--- src/rtl/fbs_pkg.sv ---
package fbs_pkg;

  typedef enum logic [1:0] {
    SEL_RST  = 2'd0,
    SEL_QUAL = 2'd1,
    SEL_DONE = 2'd2
  } sel_state_e;

  typedef struct packed {
    logic boot;
    logic forced;
  } sel_choice_t;

endpackage

--- src/rtl/fbs_tick_counter.sv ---
module fbs_tick_counter #(
  parameter int NEED = 3
) (
  input  logic clk,
  input  logic rst_n,
  input  logic clr_i,
  input  logic tick_i,
  output logic reached_o
);
  localparam int CW = (NEED > 1) ? $clog2(NEED) : 1;

  logic [CW-1:0] cnt_q;

  always_ff @(posedge clk or negedge rst_n) begin
    if (!rst_n) begin
      cnt_q <= '0;
    end else if (clr_i) begin
      cnt_q <= '0;
    end else if (tick_i) begin
      cnt_q <= cnt_q + 1'b1;
    end
  end

  assign reached_o = !clr_i && tick_i && (cnt_q == CW'(NEED - 1));
endmodule

--- src/rtl/fbs_decide_fsm.sv ---
module fbs_decide_fsm
  import fbs_pkg::*;
#(
  parameter int          NEED        = 3,
  parameter int          AW          = 16,
  parameter logic [AW-1:0] BOOT_ENTRY  = '0,
  parameter logic [AW-1:0] FLASH_ENTRY = '0
) (
  input  logic          clk,
  input  logic          rst_n,
  input  logic          core_rst_i,
  input  logic          hv_det_i,
  input  logic          instr_tick_i,
  input  logic          flash_exec_opt_i,
  output logic          decided_o,
  output logic          boot_sel_o,
  output logic          forced_o,
  output logic [AW-1:0] start_addr_o
);
  sel_state_e  state_q, state_d;
  sel_choice_t choice_q, choice_d;
  sel_choice_t normal_choice;
  logic        hv_at_rst_q;
  logic        reached;
  logic        in_qual;

  assign in_qual = (state_q == SEL_QUAL);

  fbs_tick_counter #(.NEED(NEED)) u_cnt (
    .clk       (clk),
    .rst_n     (rst_n),
    .clr_i     (!in_qual),
    .tick_i    (instr_tick_i),
    .reached_o (reached)
  );

  always_comb begin
    normal_choice.boot   = !flash_exec_opt_i;
    normal_choice.forced = 1'b0;
  end

  always_comb begin
    state_d  = state_q;
    choice_d = choice_q;
    unique case (state_q)
      SEL_RST: begin
        if (hv_at_rst_q) begin
          state_d = SEL_QUAL;
        end else begin
          state_d  = SEL_DONE;
          choice_d = normal_choice;
        end
      end
      SEL_QUAL: begin
        if (!hv_det_i) begin
          state_d  = SEL_DONE;
          choice_d = normal_choice;
        end else if (reached) begin
          state_d  = SEL_DONE;
          choice_d = '{boot: 1'b1, forced: 1'b1};
        end
      end
      default: begin
        state_d = SEL_DONE;
      end
    endcase
  end

  always_ff @(posedge clk or negedge rst_n) begin
    if (!rst_n) begin
      state_q     <= SEL_RST;
      choice_q    <= '0;
      hv_at_rst_q <= 1'b0;
    end else if (core_rst_i) begin
      state_q     <= SEL_RST;
      choice_q    <= '0;
      hv_at_rst_q <= hv_det_i;
    end else begin
      state_q     <= state_d;
      choice_q    <= choice_d;
    end
  end

  assign decided_o    = (state_q == SEL_DONE);
  assign boot_sel_o   = choice_q.boot;
  assign forced_o     = choice_q.forced;
  assign start_addr_o = !decided_o ? '0 :
                        (choice_q.boot ? BOOT_ENTRY : FLASH_ENTRY);
endmodule

--- src/rtl/fbs_pin_mux.sv ---
module fbs_pin_mux (
  input  logic clk,
  input  logic rst_n,
  input  logic hv_det_i,
  input  logic load_clk_i,
  input  logic pin_raw_i,
  input  logic norm_oe_i,
  input  logic norm_do_i,
  output logic comp_oe_o,
  output logic comp_do_o,
  output logic sense_o
);
  logic hv_q;

  always_ff @(posedge clk or negedge rst_n) begin
    if (!rst_n) hv_q <= 1'b0;
    else        hv_q <= hv_det_i;
  end

  assign comp_oe_o = hv_q ? 1'b1 : norm_oe_i;
  assign comp_do_o = hv_q ? load_clk_i : norm_do_i;
  assign sense_o   = hv_det_i | pin_raw_i;
endmodule

--- src/rtl/fbs_boot_select.sv ---
module fbs_boot_select #(
  parameter int            NEED        = 3,
  parameter int            AW          = 16,
  parameter logic [AW-1:0] BOOT_ENTRY  = '0,
  parameter logic [AW-1:0] FLASH_ENTRY = '0
) (
  input  logic          clk,
  input  logic          rst_n,
  input  logic          core_rst_i,
  input  logic          hv_det_i,
  input  logic          instr_tick_i,
  input  logic          flash_exec_opt_i,
  input  logic          load_clk_i,
  input  logic          pin_raw_i,
  input  logic          norm_oe_i,
  input  logic          norm_do_i,
  output logic          decided_o,
  output logic          boot_sel_o,
  output logic          forced_o,
  output logic [AW-1:0] start_addr_o,
  output logic          comp_oe_o,
  output logic          comp_do_o,
  output logic          sense_o
);
  fbs_decide_fsm #(
    .NEED        (NEED),
    .AW          (AW),
    .BOOT_ENTRY  (BOOT_ENTRY),
    .FLASH_ENTRY (FLASH_ENTRY)
  ) u_fsm (
    .clk              (clk),
    .rst_n            (rst_n),
    .core_rst_i       (core_rst_i),
    .hv_det_i         (hv_det_i),
    .instr_tick_i     (instr_tick_i),
    .flash_exec_opt_i (flash_exec_opt_i),
    .decided_o        (decided_o),
    .boot_sel_o       (boot_sel_o),
    .forced_o         (forced_o),
    .start_addr_o     (start_addr_o)
  );

  fbs_pin_mux u_pin (
    .clk        (clk),
    .rst_n      (rst_n),
    .hv_det_i   (hv_det_i),
    .load_clk_i (load_clk_i),
    .pin_raw_i  (pin_raw_i),
    .norm_oe_i  (norm_oe_i),
    .norm_do_i  (norm_do_i),
    .comp_oe_o  (comp_oe_o),
    .comp_do_o  (comp_do_o),
    .sense_o    (sense_o)
  );
endmodule

--- config.mk ---
export PLATFORM = sky130hd
export DESIGN_NAME = fbs_boot_select
export DESIGN_NICKNAME = d
export VERILOG_FILES = /design/src/rtl/fbs_pkg.sv /design/src/rtl/fbs_tick_counter.sv /design/src/rtl/fbs_decide_fsm.sv /design/src/rtl/fbs_pin_mux.sv /design/src/rtl/fbs_boot_select.sv
export SDC_FILE = /design/constraint.sdc
export NUM_CORES = 1
export LEC_CHECK = 0
export BUFFER_PORTS_ARGS = -buffer_cell sky130_fd_sc_hd__buf_4
export CAP_MARGIN = 20
export CORE_ASPECT_RATIO = 1.2
export CORE_UTILIZATION = 30
export DETAILED_ROUTE_END_ITERATION = 10
export PLACE_DENSITY = 0.63
export SYNTH_ARGS = -nofsm -noshare
export SYNTH_HDL_FRONTEND = slang
export SYNTH_SLANG_ARGS = --single-unit
export TNS_END_PERCENT = 5
--- constraint.sdc ---
create_clock -name clk -period 1.75 [get_ports clk]
set_input_delay 0 -clock clk [delete_from_list [all_inputs] [get_ports clk]]
set_output_delay 0 -clock clk [all_outputs]
set_load 0.02 [all_outputs]
==> results of run 1 <==
## cell type report
| cell class | instances | area [sq um] |
|---|---|---|
| Fill cell | 171 | 988.4 |
| Multi-Input combinational cell | 40 | 254.0 |
| Sequential cell | 8 | 200.2 |
| Timing Repair Buffer | 18 | 142.6 |
| Clock buffer | 3 | 22.52 |
| Tap cell | 18 | 22.52 |
| Inverter | 3 | 11.26 |
## logic make-up (layout without fill, tap and decap cells)
| family | count (synthesis) | count (layout) | share of synthesized area |
|---|---|---|---|
| DFF | 8 | 8 | 0.3782 |
| other | 1 | 16 | 0.007085 |
| xor gates and xnor gates | 1 | 1 | 0.01655 |
| adders and majority gates | 1 | 1 | 0.02364 |
| muxes | 4 | 4 | 0.08982 |
| and+or+nand+nor | 14 | 14 | 0.1631 |
| buffers and inverters | 19 | 24 | 0.2482 |
| AOI/OAI and AO/OA | 4 | 4 | 0.07329 |
## cells in the final DEF, fill, tap and decap left out, types with 2 or more instances in the layout
cell type | netlist | layout
sky130_fd_sc_hd__a21oi_1 | 2 | 2
sky130_fd_sc_hd__buf_4 | 16 | 15
sky130_fd_sc_hd__clkbuf_4 | 0 | 3
sky130_fd_sc_hd__conb_1 | 1 | 16
sky130_fd_sc_hd__dfrtp_1 | 8 | 8
sky130_fd_sc_hd__dlygate4sd3_1 | 0 | 3
sky130_fd_sc_hd__inv_1 | 3 | 3
sky130_fd_sc_hd__mux2_2 | 2 | 2
sky130_fd_sc_hd__nor2_1 | 5 | 5
sky130_fd_sc_hd__nor3_1 | 2 | 2
sky130_fd_sc_hd__or2_1 | 3 | 3
## worst register-to-register path, stage by stage, from the launching register on
cell	delay [ns]
sky130_fd_sc_hd__dfrtp_1	0.37
sky130_fd_sc_hd__inv_1	0.05
sky130_fd_sc_hd__ha_1	0.22
sky130_fd_sc_hd__a211oi_4	0.28
sky130_fd_sc_hd__nor2_2	0.09
sky130_fd_sc_hd__mux2_4	0.29
## flip-flops by register name, summed over array words and instances, names as in the netlist
signal / flops
u_fsm.state_q: 2
u_fsm.forced_o: 1
u_fsm.u_cnt.cnt_q: 2
u_fsm.boot_sel_o: 1
u_pin.hv_q: 1
u_fsm.hv_at_rst_q: 1
## path summary, 6_finish.rpt
check | from | end | slack [ns] | cells past startpoint
worst min register to register | u_fsm.forced_o$_DFFE_PN0P_ | u_fsm.forced_o$_DFFE_PN0P_ | 0.50 | 1
worst min-delay path | instr_tick_i | u_fsm.u_cnt.cnt_q[0]$_DFFE_PN0P_ | 0.05 | 3
min in group asynchronous | rst_n | u_fsm.u_cnt.cnt_q[1]$_DFFE_PN0P_ | 0.10 | 2
max in group asynchronous | rst_n | u_pin.hv_q$_DFF_PN0_ | 1.52 | 2
worst max register to register | u_fsm.u_cnt.cnt_q[0]$_DFFE_PN0P_ | u_fsm.boot_sel_o$_DFFE_PN0P_ | 0.34 | 5
worst max-delay path | u_fsm.u_cnt.cnt_q[0]$_DFFE_PN0P_ | u_fsm.boot_sel_o$_DFFE_PN0P_ | 0.34 | 5
## per-stage QoR
stage / power, mW / setup slack (ns) / cells / utilization / hold WS [ns]
finish: 0.4982 / 0.3419 / 90 / 0.3979 / 0.04896
global route: 0.5301 / 0.2904 / 90 / 0.3979 / 0.06275
CTS: 0.5057 / 0.3438 / 90 / 0.3979 / 0.04513
detailed placement: 0.3563 / 0.3513 / 84 / 0.3659 / -0.1715
global placement: 0.3551 / 0.3796 / 84 / 0.3659 / -0.1751
floorplan: 0.3320 / 0.4083 / 67 / - / -0.2956
## per-layer routing
metal	part of all wire	wire [um]
met2	0.48	369
met3	0.089	69
met4	0.035	27
met1	0.40	306
met5	0	0
## timing repair
item                      CTS  global route
resized for setup           0             0
hold endpoints to repair   10             0
hold buffers                3             0
## power by group
group / switching (mW) / internal [mW] / total (mW)
Sequential: 0.0122 / 0.201 / 0.213
Clock: 0.0627 / 0.0785 / 0.141
Combinational: 0.0827 / 0.0614 / 0.144
Total: 0.158 / 0.341 / 0.498
==> impl_results.md, run 1 <==
* Result of the run: complete, no violations
* Gr usage total at 0.1013
* Rows at 16
* Wire length of the first global-routing pass at 1207 um
* Number of levels in the clock H-tree at 1
* Detail-routed via count per cell at 4.122
* GR met1 Demand/Resource at 0.1017
* FF+latch count, synth at 8
* Final Hold Violating Endpoints at 0
* Critical path, cell by cell: inv_1 -> ha_1 -> a211oi_4 -> nor2_2 -> mux2_4
* Y dimension of the die at 48.01 um
* Number of top-level pins at 32
* Combined area of all synthesized cells at 529.3 sq um
* Final setup fails at 0
* Critical path data required time at 1.89 ns
* Vias in the first global route at 307
* Wire per inst at 8.578 um
* Met3 GRT Util at 0.02791
* Top cell type's share of synthesized area at 0.3783
* Initial Util at 0.3224
* Kind of launch point of the worst setup path: flop
* Max frequency at 710.2 MHz
* Area of the die at 0.001937 sq mm
* Number of buffers and inverters on the critical path at 1
* Crit Path Class: reg2reg
* Residual DRC count at 0
* Slew Viols, Final at 0
* Pin count of the biggest net entering global routing at 9
* Buffers inserted by post-CTS timing repair at 0
* Kind of cell with the highest combined delay on the critical path: flip-flops
* Pre-Repair DR Iteration Count at 2
* Slowest-stage cell, CP: sky130_fd_sc_hd__dfrtp_1
* Largest stage delay, worst path at 0.37 ns
* Power density relative to cell area at 762.9 mW/mm^2
* Core region area at 0.001642 sq mm
* Most numerous cell in the Yosys netlist: sky130_fd_sc_hd__buf_4
* Antenna violations before repair at 0
* Placed standard-cell area at 600.6 sq um
* Number of CTS-inserted buffers at 3
* Antenna diode count at 0
* Number of maximum-capacitance violations at 0
* Share of the yosys chip area belonging to registers at 0.3783
* Leading post-synthesis cells by cell area: sky130_fd_sc_hd__dfrtp_1 38%, sky130_fd_sc_hd__buf_4 23%, sky130_fd_sc_hd__mux2_2 4.3%
* Largest clock skew in the final design at 0.0002106 ns
* Antenna-violating nets left at 0
* Share of synthesized registers carrying an async set or reset at 1.000
* Final cycle utilization of the critical path at 0.8046
* Wire length after detailed routing at 772 um
* Congestion Overflow GR at 0
* Synthesized area divided by synthesized cell count at 10.18 sq um
* Half-perimeter wire length of the detailed placement result at 592.7 um
* TritonCTS clock tree: yes
* Share of post-route cells with drive strength above 1 at 0.3472
* Static Leak at 0.3520 nW
* Synthesized instance count at 52
* Detailed Route Iter0 Violations at 1
* Insertion delay of the later-clocked pin in the worst-skew pair at 0.25 ns
* Worst-path clk slew at 0.05 ns
* Post-layout net count at 85
* Synth top cells by count: 16 x sky130_fd_sc_hd__buf_4, 8 x sky130_fd_sc_hd__dfrtp_1, 5 x sky130_fd_sc_hd__nor2_1
* Met2 Resource Use GR at 0.1619
* Maximum buffer depth of the clock tree at 2
* Most area-hungry cell type in the Yosys netlist: sky130_fd_sc_hd__dfrtp_1
* Total number of vias at 371
* Final-layout setup total negative slack at 0 ns
* Die width at 40.34 um
* Number of synthesized flops with an enable pin at 0
* Crit end category: flop
* Post-route design area at 653.1 sq um
* Total number of clock tree sinks at 8
* RSZ-0062 raised after global routing: no
* GPL Wtd Cong at 0.7622
* Peak fanout along the critical path at 3
* Most used DFF post-synth: sky130_fd_sc_hd__dfrtp_1
* Number of warnings printed during yosys synthesis at 0
* I/O Buffers at 15
* Final critical path time including I/O delays and setup at 1.408 ns
* CTS root buf: sky130_fd_sc_hd__clkbuf_4
* Peak ir drop on the vdd network at 414.9 uV
* Area grow syn2layout at 23.40%
* Busiest layer in global routing: met2
* Data arrival time of the critical path at 1.55 ns
* Path type of the worst min-delay path: in2reg
* Number of distinct library cells after synthesis at 19
No activity file was read; power rests on OpenSTA's default activity.
==> inputs of run 2 (changes only) <==
Settings changed: ABC_AREA from default to 1, PLACE_DENSITY 0.63 to 0.66.
Clock period 1.75 ns to 1.25 ns, I/O delays scaled along.
==> run 2 against run 1 <==
Against the previous run:
- sequential cell count is the same
- clock skew grew 0.0039 ns
- worst setup slack lost 0.22 ns
- non-clock buffer count is the same
- combinational power grew 18%
- routed wire length grew 16%
- sequential power grew 36%
- clock-buffer cell count is the same
- utilization shrank 0.36 points
- die area shrank 2.5%
- largest power group unchanged
- highest routed layer unchanged
==> impl_results.md, run 2 <==
* Kind of launch point of the worst setup path: primary input (was flop)
* Most used DFF post-synth: sky130_fd_sc_hd__dfrtp_1 (unchanged)
* Slew Viols, Final at 0 (unchanged)
* Antenna diode count at 0 (unchanged)
* Number of CTS-inserted buffers at 3 (unchanged)
* Number of synthesized flops with an enable pin at 0 (unchanged)
* Number of distinct library cells after synthesis at 19 (unchanged)
* Most frequent standard cell in the layout excluding fill and tap cells: sky130_fd_sc_hd__conb_1 (unchanged)
* Number of warnings printed during yosys synthesis at 0 (unchanged)
* Most used cells in the layout excluding fill and tap cells: 16 x sky130_fd_sc_hd__conb_1, 15 x sky130_fd_sc_hd__buf_4, 10 x sky130_fd_sc_hd__nand2_1 (was 16 x sky130_fd_sc_hd__conb_1, 15 x sky130_fd_sc_hd__buf_4, 8 x sky130_fd_sc_hd__dfrtp_1)
* Final-layout setup total negative slack at 0 ns (unchanged)
* Number of top-level pins at 32 (unchanged)
* I/O Buffers at 15 (unchanged)
* Peak fanout along the critical path at 4 (was 3)
* Core region area at 0.001622 sq mm (was 0.001642 sq mm)
* Insertion delay of the later-clocked pin in the worst-skew pair at 0.25 ns (about the same)
* Pwr Total at 655.9 uW (was 498.2 uW)
* Filler instances at 176 (was 171)
* Die width at 39.84 um (was 40.34 um)
* Detailed Route Iter0 Violations at 4 (was 1)
* Peak ir drop on the vdd network at 362.7 uV (was 414.9 uV)
* Largest clock skew in the final design at 0.004112 ns (was 0.0002106 ns)
* Number of cells on the worst hold path at 4 (was 3)
* Power density relative to cell area at 1026 mW/mm^2 (was 762.9 mW/mm^2)
* PnR worst setup slack at 0.1246 ns (was 0.3419 ns)
* Worst-path clk slew at 0.05 ns (about the same)
* Maximum buffer depth of the clock tree at 2 (unchanged)
* Static Leak at 0.3384 nW (was 0.3520 nW)
* Number of levels in the clock H-tree at 1 (unchanged)
* Antenna-violating nets left at 0 (unchanged)
* Crit end category: output pin (was flop)
* RSZ-0062 raised after global routing: no (unchanged)
* Share of post-route cells with drive strength above 1 at 0.3210 (was 0.3472)
* Path type of the worst min-delay path: in2reg (unchanged)
* Post-layout net count at 94 (was 85)
* Total number of clock tree sinks at 8 (unchanged)
* Residual DRC count at 0 (unchanged)
* Sequential cell area at 200.2 sq um (unchanged)
* Combined area of all synthesized cells at 515.5 sq um (was 529.3 sq um)
* Area of the die at 0.001889 sq mm (was 0.001937 sq mm)
* Share of synthesized registers carrying an async set or reset at 1.000 (unchanged)
* Hold slack at 0.02194 ns (was 0.04896 ns)
* Data arrival time of the critical path at 1.13 ns (was 1.55 ns)
* Wire length of the first global-routing pass at 1290 um (was 1207 um)
* Leading post-synthesis cells by cell area: sky130_fd_sc_hd__dfrtp_1 39%, sky130_fd_sc_hd__buf_4 23%, sky130_fd_sc_hd__nand2_1 7.3% (was sky130_fd_sc_hd__dfrtp_1 38%, sky130_fd_sc_hd__buf_4 23%, sky130_fd_sc_hd__mux2_2 4.3%)
* Vias in the first global route at 326 (was 307)
* Wire length after detailed routing at 896 um (was 772 um)
* Pre-Repair DR Iteration Count at 4 (was 2)
* Final cycle utilization of the critical path at 0.9003
* Most numerous cell in the Yosys netlist: sky130_fd_sc_hd__buf_4 (unchanged)
* Rows at 16 (unchanged)
* Post-route design area at 639.4 sq um (was 653.1 sq um)
* Number of maximum-capacitance violations at 0 (unchanged)
* Final setup fails at 0 (unchanged)
* Multi-input combinational cell area at 236.5 sq um (was 254.0 sq um)
* Crit Path Class: in2out (was reg2reg)
* TritonCTS clock tree: yes (unchanged)
* Initial Util at 0.3179 (was 0.3224)
* CTS root buf: sky130_fd_sc_hd__clkbuf_4 (unchanged)
* Final Hold Violating Endpoints at 0 (unchanged)
* Final critical path time including I/O delays and setup at 1.125 ns
* Congestion Overflow GR at 0 (unchanged)
* Detail-routed via count per cell at 4.222 (was 4.122)
* Antenna violations before repair at 0 (unchanged)
* Placed standard-cell area at 586.8 sq um (was 600.6 sq um)
* Share of the yosys chip area belonging to registers at 0.3883 (was 0.3783)
* Result of the run: complete, no violations (unchanged)
* FF+latch count, synth at 8 (unchanged)
* Half-perimeter wire length of the detailed placement result at 723.7 um (was 592.7 um)
* Total number of vias at 418 (was 371)
* Top cell type's share of synthesized area at 0.3883 (was 0.3783)
* Setup slack at placement at 0.1508 ns (was 0.3513 ns)
* Synth top cells by count: 16 x sky130_fd_sc_hd__buf_4, 10 x sky130_fd_sc_hd__nand2_1, 8 x sky130_fd_sc_hd__dfrtp_1 (was 16 x sky130_fd_sc_hd__buf_4, 8 x sky130_fd_sc_hd__dfrtp_1, 5 x sky130_fd_sc_hd__nor2_1)
* Synthesized area divided by synthesized cell count at 8.451 sq um (was 10.18 sq um)
* Pin count of the biggest net entering global routing at 9 (unchanged)
* Top Registers: u_fsm.state_q (2), u_fsm.u_cnt.cnt_q (2) (unchanged)
* Most area-hungry cell type in the Yosys netlist: sky130_fd_sc_hd__dfrtp_1 (unchanged)
* Area grow syn2layout at 24.03% (was 23.40%)
* Max frequency at 888.6 MHz
* Synthesized instance count at 61 (was 52)
* Gr usage total at 0.1049 (was 0.1013)
* Y dimension of the die at 47.41 um (was 48.01 um)
* Wire per inst at 9.051 um (was 8.578 um)
* Reg2Reg Depth at 7 (was 5)
* Critical path data required time at 1.25 ns (was 1.89 ns)
* GPL Wtd Cong at 0.7407 (was 0.7622)
[run 2: cell count changes in the layout (fill, tap and decap cells not counted), sizes merged, moves of 2 or more]
cell,previous run,this run
nor2,6,4
mux2,3,1
nor3,2,0
o21ai,0,5
nand3,0,4
nand2,1,12
[run 2: where the power goes]
group | switching [mW] | total, mW | internal [mW] | leakage, nW
clock network | 0.0873 | 0.197 | 0.110 | 0.0138
registers | 0.0134 | 0.289 | 0.276 | 0.104
logic | 0.108 | 0.170 | 0.0618 | 0.221
[run 2: area by class of cell]
class / instances / area share
Clock buffer: 3 / 0.03523
Inverter: 4 / 0.02348
Multi-Input combinational cell: 48 / 0.3699
Sequential cell: 8 / 0.3131
Tap cell: 18 / 0.03523
Timing Repair Buffer: 18 / 0.2231
[run 2: metal layers]
layer	wire [um]	track usage
met4	19	0.06207
met3	58	0.02791
met2	480	0.1738
met1	337	0.1199
met5	0	0
[run 2: through the flow]
step | util | cells
2_1_floorplan | - | 76
3_3_place_gp | 0.3619 | 93
3_5_place_dp | 0.3619 | 93
4_1_cts | 0.3943 | 99
5_1_grt | 0.3943 | 99
6_report | 0.3943 | 99
[run 2: cells by family after synthesis]
| logic type | Yosys count | synth area share |
|---|---|---|
| mux | 1 | 0.02184 |
| flops | 8 | 0.3883 |
| simple gates | 24 | 0.2379 |
| fa+ha+maj | 1 | 0.02427 |
| other cells | 1 | 0.007275 |
| compound gates | 6 | 0.05824 |
| buf+inv | 20 | 0.2621 |
[run 2: path summary, 6_finish.rpt]
kind | start | end | slack [ns]
setup / recovery | hv_det_i | sense_o | 0.12
hold reg to reg | u_fsm.forced_o$_DFFE_PN0P_ | u_fsm.forced_o$_DFFE_PN0P_ | 0.48
hold / removal | flash_exec_opt_i | u_fsm.boot_sel_o$_DFFE_PN0P_ | 0.02
max in group asynchronous | rst_n | u_fsm.u_cnt.cnt_q[1]$_DFFE_PN0P_ | 1.02
min in group asynchronous | rst_n | u_fsm.state_q[1]$_DFFE_PN0P_ | 0.10
setup reg to reg | u_fsm.u_cnt.cnt_q[0]$_DFFE_PN0P_ | u_fsm.forced_o$_DFFE_PN0P_ | 0.14
[run 2: critical path, cell delays in order]
cell	delay [ns]
sky130_fd_sc_hd__dlygate4sd3_1	0.54
sky130_fd_sc_hd__buf_4	0.15
sky130_fd_sc_hd__or2_2	0.28
sky130_fd_sc_hd__buf_4	0.16
[run 2: repair_timing]
item,CTS,global route
endpoints found under the hold margin,10,0
resized for setup,0,0
setup buffers,0,0
hold buffers,3,0
